`config.mk`:
```
export PLATFORM = sky130hd
export DESIGN_NAME = rtc_snapshot_seq
export DESIGN_NICKNAME = d
export VERILOG_FILES = /design/src/rtl/rtc_seq_pkg.sv /design/src/rtl/rtc_snapshot_seq.sv
export SDC_FILE = /design/constraint.sdc
export NUM_CORES = 1
export LEC_CHECK = 0
export ABC_AREA = 0
export BUFFER_PORTS_ARGS = -buffer_cell sky130_fd_sc_hd__buf_2
export CAP_MARGIN = 20
export CORE_MARGIN = 2
export CORE_UTILIZATION = 40
export CTS_CLUSTER_SIZE = 20
export DETAILED_ROUTE_END_ITERATION = 8
export PLACE_DENSITY = 0.73
export SETUP_SLACK_MARGIN = 0.05
export SYNTH_ARGS = -nofsm -noshare
export SYNTH_HDL_FRONTEND = slang
export SYNTH_SLANG_ARGS = --single-unit
```
`constraint.sdc`:
```
create_clock -name clk -period 4.7 [get_ports clk]
set_input_delay 0.235 -clock clk [delete_from_list [all_inputs] [get_ports clk]]
set_output_delay 0.235 -clock clk [all_outputs]
set_load 0.02 [all_outputs]
```
`src/rtl/rtc_seq_pkg.sv`:
```
package rtc_seq_pkg;

    typedef enum logic [3:0] {
        S_IDLE,
        S_CTRL_WR,
        S_CTRL_RD,
        S_RCV_INT,
        S_RCV_CTRL,
        S_XFER,
        S_REST,
        S_DONE,
        S_TMO
    } seq_state_t;

    typedef enum logic [1:0] {
        AFTER_RETRY,
        AFTER_DONE,
        AFTER_TMO
    } rest_exit_t;

    localparam logic [3:0] ADDR_CTRL     = 4'hE;
    localparam logic [3:0] ADDR_INTV     = 4'h7;
    localparam logic [3:0] ADDR_WDAY     = 4'h6;
    localparam logic [3:0] CTRL_24H      = 4'h4;
    localparam logic [3:0] CTRL_RECOVER  = 4'h7;
    localparam int         LAST_STEP     = 12;
    localparam logic [55:0] DEFAULT_TIME = {8'h00, 8'h00, 8'h01, 8'h01, 8'h00, 8'h00, 8'h00};

    function automatic logic [3:0] step_addr(input logic [3:0] step);
        if (step == 4'(LAST_STEP))
            return ADDR_WDAY;
        else if (step < 4'd6)
            return step;
        else
            return step + 4'd2;
    endfunction

endpackage

```
`src/rtl/rtc_snapshot_seq.sv`:
```
module rtc_snapshot_seq
    import rtc_seq_pkg::*;
#(
    parameter int MAX_TRIES  = 100,
    parameter int GAP_CYCLES = 175
) (
    input  logic        clk,
    input  logic        rst_n,
    input  logic        cmd_read,
    input  logic        cmd_set,
    input  logic [55:0] set_time,
    output logic [55:0] get_time,
    output logic        done,
    output logic        timeout,
    output logic        osc_reset,
    output logic        cmd_dropped,
    output logic        busy,
    output logic        rtc_ce,
    output logic        mst_req,
    output logic        mst_write,
    output logic [3:0]  mst_addr,
    output logic [3:0]  mst_wdata,
    input  logic        mst_ack,
    input  logic [3:0]  mst_rdata
);

    localparam int TW = (MAX_TRIES < 1) ? 1 : $clog2(MAX_TRIES + 1);
    localparam int GW = (GAP_CYCLES < 2) ? 1 : $clog2(GAP_CYCLES + 1);

    seq_state_t  state_q, state_d;
    rest_exit_t  exit_q;
    logic        is_set_q;
    logic        osc_q;
    logic [TW-1:0] tries_q;
    logic [GW-1:0] gap_q;
    logic [3:0]  step_q;
    logic [55:0] time_q;
    logic        dropped_q;

    logic cmd_any;
    logic rb_osc, rb_busy, tries_spent, gap_end, last_step;

    assign cmd_any     = cmd_read | cmd_set;
    assign rb_osc      = mst_rdata[1];
    assign rb_busy     = mst_rdata[0];
    assign tries_spent = (tries_q == TW'(MAX_TRIES));
    assign gap_end     = (gap_q == GW'(GAP_CYCLES - 1));
    assign last_step   = (step_q == 4'(LAST_STEP));

    // next-state logic
    always_comb begin
        state_d = state_q;
        unique case (state_q)
            S_IDLE:     if (cmd_any) state_d = S_CTRL_WR;
            S_CTRL_WR:  if (mst_ack) state_d = S_CTRL_RD;
            S_CTRL_RD:  if (mst_ack) begin
                            if (rb_osc)       state_d = S_RCV_INT;
                            else if (rb_busy) state_d = S_REST;
                            else              state_d = S_XFER;
                        end
            S_RCV_INT:  if (mst_ack) state_d = S_RCV_CTRL;
            S_RCV_CTRL: if (mst_ack) state_d = S_XFER;
            S_XFER:     if (mst_ack && last_step) state_d = S_REST;
            S_REST:     if (gap_end) begin
                            unique case (exit_q)
                                AFTER_RETRY: state_d = S_CTRL_WR;
                                AFTER_DONE:  state_d = S_DONE;
                                default:     state_d = S_TMO;
                            endcase
                        end
            S_DONE:     state_d = S_IDLE;
            S_TMO:      state_d = S_IDLE;
            default:    state_d = S_IDLE;
        endcase
    end

    // state register and datapath
    always_ff @(posedge clk) begin
        if (!rst_n) begin
            state_q   <= S_IDLE;
            exit_q    <= AFTER_RETRY;
            is_set_q  <= 1'b0;
            osc_q     <= 1'b0;
            tries_q   <= '0;
            gap_q     <= '0;
            step_q    <= '0;
            time_q    <= '0;
            dropped_q <= 1'b0;
        end else begin
            state_q   <= state_d;
            dropped_q <= (state_q != S_IDLE) ? cmd_any : (cmd_read & cmd_set);
            unique case (state_q)
                S_IDLE: if (cmd_any) begin
                    is_set_q <= cmd_set;
                    osc_q    <= 1'b0;
                    tries_q  <= '0;
                    step_q   <= '0;
                    time_q   <= cmd_set ? {4'h0, set_time[51:0]} : 56'h0;
                end
                S_CTRL_RD: if (mst_ack) begin
                    gap_q <= '0;
                    if (!rb_osc && rb_busy) begin
                        if (tries_spent) begin
                            exit_q <= AFTER_TMO;
                        end else begin
                            exit_q  <= AFTER_RETRY;
                            tries_q <= tries_q + 1'b1;
                        end
                    end
                end
                S_RCV_CTRL: if (mst_ack) begin
                    is_set_q <= 1'b1;
                    osc_q    <= 1'b1;
                    time_q   <= DEFAULT_TIME;
                end
                S_XFER: if (mst_ack) begin
                    if (!is_set_q) time_q[{step_q, 2'b00} +: 4] <= mst_rdata;
                    if (last_step) begin
                        exit_q <= AFTER_DONE;
                        gap_q  <= '0;
                    end else begin
                        step_q <= step_q + 1'b1;
                    end
                end
                S_REST: gap_q <= gap_q + 1'b1;
                default: ;
            endcase
        end
    end

    // outputs
    always_comb begin
        rtc_ce      = 1'b0;
        mst_req     = 1'b0;
        mst_write   = 1'b0;
        mst_addr    = 4'h0;
        mst_wdata   = 4'h0;
        done        = (state_q == S_DONE);
        timeout     = (state_q == S_TMO);
        osc_reset   = (state_q == S_DONE) && osc_q;
        get_time    = (state_q == S_DONE) ? time_q : 56'h0;
        busy        = (state_q != S_IDLE);
        cmd_dropped = dropped_q;
        unique case (state_q)
            S_CTRL_WR:  begin rtc_ce = 1'b1; mst_req = 1'b1; mst_write = 1'b1;
                              mst_addr = ADDR_CTRL; mst_wdata = CTRL_24H; end
            S_CTRL_RD:  begin rtc_ce = 1'b1; mst_req = 1'b1; mst_addr = ADDR_CTRL; end
            S_RCV_INT:  begin rtc_ce = 1'b1; mst_req = 1'b1; mst_write = 1'b1;
                              mst_addr = ADDR_INTV; mst_wdata = 4'h0; end
            S_RCV_CTRL: begin rtc_ce = 1'b1; mst_req = 1'b1; mst_write = 1'b1;
                              mst_addr = ADDR_CTRL; mst_wdata = CTRL_RECOVER; end
            S_XFER:     begin rtc_ce = 1'b1; mst_req = 1'b1; mst_write = is_set_q;
                              mst_addr = step_addr(step_q);
                              mst_wdata = is_set_q ? time_q[{step_q, 2'b00} +: 4] : 4'h0; end
            default: ;
        endcase
    end

endmodule

```
After elaboration in Yosys (flattened, before gate mapping)
Cells that the tools add are included.

cells by class
  add/subtract/negate cells = 5
  $lt $le $gt $ge = 1
  equal/unequal tests = 25
  shift-type cells = 3
  muxes and demuxes = 51
  bitwise gates (word level) = 2
  reductions and logical operators = 23

operator list
  operator                                              count
  2-to-1 mux 56 bit                                     5
  case mux 56 bit (3 select lines)                      1
  bitwise mux 56 bit                                    1
  variable shift 4 x 8 -> 56 bit, first input constant  1
  variable part select 4 x 8 -> 56 bit                  1
  variable part select 56 x 7 -> 4 bit                  1
  2-to-1 mux 4 bit                                      13
  2-to-1 mux 52 bit                                     1
  2-to-1 mux 7 bit                                      4
  case mux 4 bit (7 select lines)                       1
  != test 2 bit, second input constant                  13
  2-to-1 mux 8 bit                                      3
  case mux 4 bit (3 select lines)                       2
  case mux 8 bit (3 select lines)                       1
  == test 4 x 3 -> 1 bit, second input constant         4
  case mux 4 bit (2 select lines)                       2
  AND reduction 5 bit                                   3
  case mux 7 bit (2 select lines)                       1
  2-to-1 mux 2 bit                                      6
  adder 8 x 1 -> 8 bit, second input constant           1
  == test 4 x 2 -> 1 bit, second input constant         2
  == test 4 bit, second input constant                  2
  == test 8 bit, second input constant                  1
  negator 6 -> 8 bit                                    1
  25 further kinds                                      39

storage, ports and cells
  register bits after elaboration = 84
  input port bits = 65
  output and inout bits = 72
  logic and storage cells = 119

Logic depth before layout (Yosys ltp)
Gate-level depths: netlist of the first run.

  depth in word-level cells = 6
  depth in mapped cells = 10
  depth with buffers taken out = 7

Worst setup path after synthesis of the first run
OpenSTA, ideal clock, no wires.

  path kind = reg-to-reg
  start = reg step_q[1]
  end = reg time_q[16]
  setup time = 0.117 ns
  arrival time = 2.578 ns
  data required time = 4.583 ns
  slack = 2.005 ns
  cell stages (with the launch flop) = 10
  path buffers = 2
  period minus slack after synthesis = 2.695 ns
  cells stage by stage = dfxtp_1 clkbuf_1 inv_1 ha_1 clkbuf_1 or2_2 or4b_1 nand2_1 nand2_1 a32o_1

on the way
  word-level cells in the longest chain between the ends = 6
  elaborated cells on any way between the ends = 7
  those cells by class = add/sub (1); shift (2); mux (4)

ends and longest elaborated chain
  item                                                                                           line                     text
  start, declared                                                                                rtc_snapshot_seq.sv:36   logic [3:0] step_q;
  start signal, assigned                                                                         rtc_snapshot_seq.sv:122  step_q <= step_q + 1'b1;
  negator 6 -> 8 bit *                                                                           rtc_snapshot_seq.sv:117  if (!is_set_q) time_q[{step_q, 2'b00} +: 4] <= mst_rdata;
  variable part select 4 x 8 -> 56 bit / variable shift 4 x 8 -> 56 bit (equally long branches)  rtc_snapshot_seq.sv:117
  bitwise mux 56 bit *                                                                           rtc_snapshot_seq.sv:117
  2-to-1 mux 56 bit *                                                                            rtc_snapshot_seq.sv:117
  2-to-1 mux 56 bit *                                                                            rtc_snapshot_seq.sv:116  S_XFER: if (mst_ack) begin
  case mux 56 bit (3 select lines) *                                                             rtc_snapshot_seq.sv:92   unique case (state_q)
  end signal, assigned                                                                           rtc_snapshot_seq.sv:98   time_q <= cmd_set ? {4'h0, set_time[51:0]} : 56'h0;
  end signal, assigned by index                                                                  rtc_snapshot_seq.sv:117
  end, declared                                                                                  rtc_snapshot_seq.sv:37   logic [55:0] time_q;

Every way passes the cells marked *; elsewhere a longest branch is shown, timed or not. The select of a mux whose other input is x is not followed.
A chain may end at the register's enable or synchronous reset.

Final worst setup path of the first run
  start = reg state_q[2]
  end = out mst_wdata[1]

on the way
  word-level cells in the longest chain between the ends = 2
  elaborated cells on any way between the ends = 4
  those cells by class = eq/ne (3); mux (1)

ends and longest elaborated chain
  item                                                                     line                     text
  start, declared                                                          rtc_snapshot_seq.sv:30   seq_state_t state_q, state_d;
  start signal, assigned                                                   rtc_snapshot_seq.sv:90   state_q <= state_d;
  == test 4 x 3 -> 1 bit / == test 4 x 1 -> 1 bit (equally long branches)  rtc_snapshot_seq.sv:144  unique case (state_q)
  case mux 4 bit (3 select lines) *                                        rtc_snapshot_seq.sv:144
  end, declared                                                            rtc_snapshot_seq.sv:22   output logic [3:0] mst_wdata,

Every way passes the cells marked *; elsewhere a longest branch is shown, timed or not.

==> flow_summary.yaml, run 1 <==
worst_setup_path:
  cp_slowest_cell: "dfxtp_1"
  critPathMaxFanout: 27
  crit_path_start_kind: "register"
  critPathKind: "register to primary output"
  required_ps: 4470
  critPathCaptureType: "primary output"
  cp_top_family: "simple AND/OR/NAND/NOR gates"
  startpoint: "state_q[2]"
  path_buf_inv: 1
  cpPeakStageDelay_ps: 910
  rr_startpoint: "state_q[2]"
  cp_cell_sequence: "or3b_2 -> nor2_2 -> o2111ai_1 -> o31ai_1 -> buf_2"
  crit_arrival_ps: 3250
cells_and_area:
  multi_input_area_um2: 3520
  diodes: 0
  final_layout_size_suffix_gt1_share_pct: 24.8
  nets: 833
  seq_area_um2: 1680
  fillers: 1347
  areaGrowthSynthToFinish_pct: 17.6
placed_design:
  place_congestion: 0.893
  dpl.hpwl_um: 12700
  portBuffers: 132
drt:
  drt-total-wl_um: 18100
  vias: 5685
  wl_per_cell_um: 19.2
  final_antenna_net_count: 0
  first_iter_violations: 574
  drtPass1Iterations: 5
  route.detailed.drc: 0
  via_per_inst: 6.04
floorplan:
  num_io_pins: 137
  die_area_um2: 14800
  core_um2: 13700
  rows: 43
  start_util_pct: 40.4
  dieHeight_um: 122
  die_w_um: 122
power_and_ir_drop:
  power_uw: 3290
  p_per_area_nw_per_um2: 505
  power.leakage_uw: 0.00263
  peakVddDrop_mv: 0.213
flow_run:
  cap_violations: 0
sta:
  grt_setup_unrepaired: "no"
  slew_headroom_pct: 36.5
  fin_crit_ps: 3480
  setup_violations: 0
  skew_ps: 8.30
  period_share_pct: 74.0
  report.final.slew_viol_count: 0
  fmax_mhz: 287
  tns_ps: 0
  tightestPinTransition_ps: 952
  hold_viol: 0
synthesis:
  ys_ff_latch: 84
  synth_edf_count: 0
  synth_cell_types: 71
  syn_nets: 734
  synth.top_cell.area_share_pct: 30.3
  synth-seq-area-share_pct: 30.3
  synth.area.top_cells: "dfxtp_1 30%, and2_1 7.6%, a32o_1 7.0%"
  netlist_top_cells_count: "84 x dfxtp_1, 78 x nand2_1, 67 x and2_1"
  syn_avg_cell_area_um2: 8.43
  synth_warnings: 0
  yosysTopAreaCell: "dfxtp_1"
  synth_flop_cell: "dfxtp_1"
  syn_area_um2: 5550
  synth_most_common_cell: "dfxtp_1"
  async_flop_share_pct: 0
  synth_cells: 658
run_status:
  outcome: "finished clean"
global_route:
  grt_antenna_before_repair: 0
  grt_max_degree: 59
  gr-total-overflow: 0
  grt_pass1_vias: 5015
  track_usage_pct: 24.0
  grt_pass1_wl_um: 27600
clocking:
  cts-root-buf: "clkbuf_16"
  clk_pin_slew_ps: 60
  hold_buffers: 0
  clkSinkCount: 84
  htree_levels: 3
  cts.repair.resized: 0
  cts-buffers-inserted: 9
  ctsLongestPathBuffers: 2
  cts_tree: "yes"
  post_cts.repair.setup_buffers: 0
  clkLatencyLatePin_ps: 350
min_path:
  hold_start: "cmd_read"
  hp-class: "primary input to register"
state kept, by name, summed over array words and instances (netlist names):
| register | count |
|---|---|
| time_q | 56 |
| step_q | 4 |
| exit_q | 2 |
| tries_q | 7 |
| state_q | 4 |
| is_set_q | 1 |
| osc_q | 1 |
| cmd_dropped | 1 |
| gap_q | 8 |
layout make-up:
type	instances	area share, %
Clock buffer	9	3.45
Clock inverter	7	1.51
Inverter	17	0.978
Multi-Input combinational cell	506	53.9
Sequential cell	84	25.8
Tap cell	180	3.45
Timing Repair Buffer	139	10.9
through the flow:
step           cell area (µm²)  std cells  utilization [%]  hold WS, ps  worst slack [ps]
5_1_grt                   6530        942             47.6          168              1100
3_3_place_gp              6200        926             45.2          447              1670
3_5_place_dp              6200        926             45.2          468              1690
6_report                  6530        942             47.6          155              1220
2_1_floorplan             5550        658                -          361              2000
4_1_cts                   6530        942             47.6          153              1320
cells in the final DEF, fill, tap and decap left out, drive strengths merged, types with 9 or more instances in the layout:
| cell | n |
|---|---|
| a21oi | 24 |
| a22o | 24 |
| a32o | 39 |
| and2 | 67 |
| buf | 139 |
| clkbuf | 9 |
| dfxtp | 84 |
| ha | 11 |
| inv | 17 |
| mux4 | 10 |
| nand2 | 78 |
| nand2b | 9 |
| nand3 | 14 |
| nor2 | 30 |
| o21ai | 49 |
| xnor2 | 15 |
report_power, final:
group          internal [µW]  leakage (µW)  switching [µW]
combinational            519       0.00180             955
clock                    467      0.000144             310
sequential               858      0.000684             186
total                   1840       0.00263            1450
routing by layer:
metal / global-route usage [%] / up-vias / share of wire [%]
met5: 0 / - / 0
met4: 9.55 / 0 / 2.5
met3: 4.12 / 37 / 9.1
met2: 35.1 / 310 / 44
met1: 34.9 / 2684 / 45
li1: - / 2654 / -
worst min-delay path, stage by stage:
cell and delay [ps]:
buf_2 110, nand2_1 50, a21boi_0 60
logic make-up (layout without fill, tap and decap cells):
family,after synthesis,in the layout,share of synthesized area (%)
adders and majority gates,11,11,2.48
DFF,84,84,30.3
AOI/OAI and AO/OA,203,203,27.4
buffers and inverters,68,172,6.34
and+or+nand+nor,256,256,25.1
muxes,19,19,5.77
xor gates and xnor gates,17,17,2.68
final timing paths:
check | end | slack [ps] | cells past startpoint
worst min-delay path | cmd_dropped | 160 | 3
worst min register to register | exit_q[0] | 470 | 2
worst max-delay path | mst_wdata[1] | 1220 | 5
worst max register to register | time_q[2] | 1600 | 6
Note: power is estimated with default switching activity, not from simulation.
==> run 2, diff against run 1 <==
clock period = 3.3 ns   (was 4.7 ns; I/O delays follow)
==> flow_summary.yaml, run 2 (same netlist as run 1, synthesis figures left out) <==
power_and_ir_drop:
  p_per_area_nw_per_um2: 717
  peakVddDrop_mv: 0.362
  power.leakage_uw: 0.00268
flow_run:
  cap_violations: 0
clocking:
  clk_pin_slew_ps: 60
  htree_levels: 3
  cts_tree: "yes"
  hold_buffers: 0
  cts.repair.resized: 0
  clkSinkCount: 84
  post_cts.repair.setup_buffers: 0
  clkLatencyLatePin_ps: 350
  cts-buffers-inserted: 9
  cts-root-buf: "clkbuf_16"
  ctsLongestPathBuffers: 2
sta:
  hold_viol: 0
  setup_violations: 0
  tns_ps: 0
  period_share_pct: 87.4
  tightestPinTransition_ps: 961
  setup_slack_ps: 416
  grt_setup_unrepaired: "no"
  slew_headroom_pct: 35.9
  fmax_mhz: 347
  report.final.slew_viol_count: 0
  fin_crit_ps: 2880
  skew_ps: 5.34
drt:
  vias: 5734
  met1_length_um: 7730
  final_antenna_net_count: 0
  drt-total-wl_um: 18300
  via_per_inst: 6.04
  highest_layer: "met4"
  routed-wl-met2_um: 8040
  first_iter_violations: 571
  wl_met3_um: 1970
  route.detailed.drc: 0
  drtPass1Iterations: 5
  wl_per_cell_um: 19.3
floorplan:
  die_w_um: 122
  die_area_um2: 14800
  core_um2: 13700
  num_io_pins: 137
  start_util_pct: 40.4
  dieHeight_um: 122
  rows: 43
cells_and_area:
  final_cell_mix: "132 x buf_2, 84 x dfxtp_1, 78 x nand2_1"
  final_area_um2: 6580
  diodes: 0
  multi_input_area_um2: 3520
  seq_area_um2: 1680
  regMostFlops: "time_q"
  instances_no_fill: 949
  areaGrowthSynthToFinish_pct: 18.5
  final_layout_size_suffix_gt1_share_pct: 25.4
  nets: 840
  final_common_cell: "buf_2"
  largest_reg_flops: 56
  reg_top3: "time_q (56), gap_q (8), tries_q (7)"
  fillers: 1358
global_route:
  track_usage_pct: 24.3
  gr-total-overflow: 0
  grt_pass1_vias: 5107
  grt_pass1_wl_um: 27700
  grt_max_degree: 59
  grt_antenna_before_repair: 0
worst_setup_path:
  crit_arrival_ps: 2720
  critPathMaxFanout: 17
  crit_path_start_kind: "register"
  path_buf_inv: 1
  cp_top_family: "simple AND/OR/NAND/NOR gates"
  critPathCaptureType: "primary output"
  cpPeakStageDelay_ps: 680
  cp_slowest_cell: "dfxtp_1"
  required_ps: 3130
  cp_cell_sequence: "or3b_2 -> nor2_2 -> o2111ai_1 -> o31ai_1 -> buf_2"
  critPathKind: "register to primary output"
placed_design:
  dp_slack_ps: 733
  place_congestion: 0.983
  portBuffers: 132
  placed_area_um2: 6260
  dpl.hpwl_um: 12900
  placed_cells: 933
run_status:
  outcome: "finished clean"
min_path:
  hp-class: "primary input to register"
-- run 2: cell count changes in the layout (fill, tap and decap cells not counted), sizes merged --
cell	change
clkbuf	+3
clkinv	+1
inv	-1
clkinvlp	-3
buf	+7
-- run 2: per-layer routing --
metal | vias to the layer above | global-route usage (%)
li1 | 2664 | -
met1 | 2685 | 33.9
met2 | 336 | 36.1
met3 | 49 | 5.66
met4 | 0 | 9.63
met5 | - | 0
-- run 2: path summary, 6_finish.rpt --
check	startpoint	end	slack, ps	depth (start not counted)
worst max-delay path	state_q[2]	mst_wdata[1]	420	5
worst min-delay path	cmd_read	cmd_dropped	90	3
worst max register to register	state_q[2]	time_q[2]	680	6
worst min register to register	exit_q[0]	exit_q[0]	460	2
-- run 2: cell type report --
type                    instances  area share (%)
clock buffers                  12            3.75
clock inverters                 4            1.10
inverters                      17           0.970
multi-input cells             506            53.5
flip-flops and latches         84            25.6
well taps                     180            3.42
repair buffers                146            11.6
-- run 2: tightest hold or removal path, stage by stage --
cell and delay [ps]:
buf_2 110, nand2_1 40, a21boi_0 70
-- run 2: power breakdown --
part / switching (µW) / leakage, µW / internal, µW
sequential: 203 / 0.000684 / 1220
clock: 416 / 0.000153 / 683
combinational: 1440 / 0.00184 / 755
total: 2060 / 0.00268 / 2660
-- run 2: metrics by stage --
stage / utilization, % / power [µW] / hold slack (ps)
2_1_floorplan: - / 3060 / 291
3_3_place_gp: 45.6 / 3560 / 451
3_5_place_dp: 45.6 / 3570 / 450
4_1_cts: 47.9 / 4670 / 81.3
5_1_grt: 47.9 / 4960 / 96.6
6_report: 47.9 / 4720 / 88.5
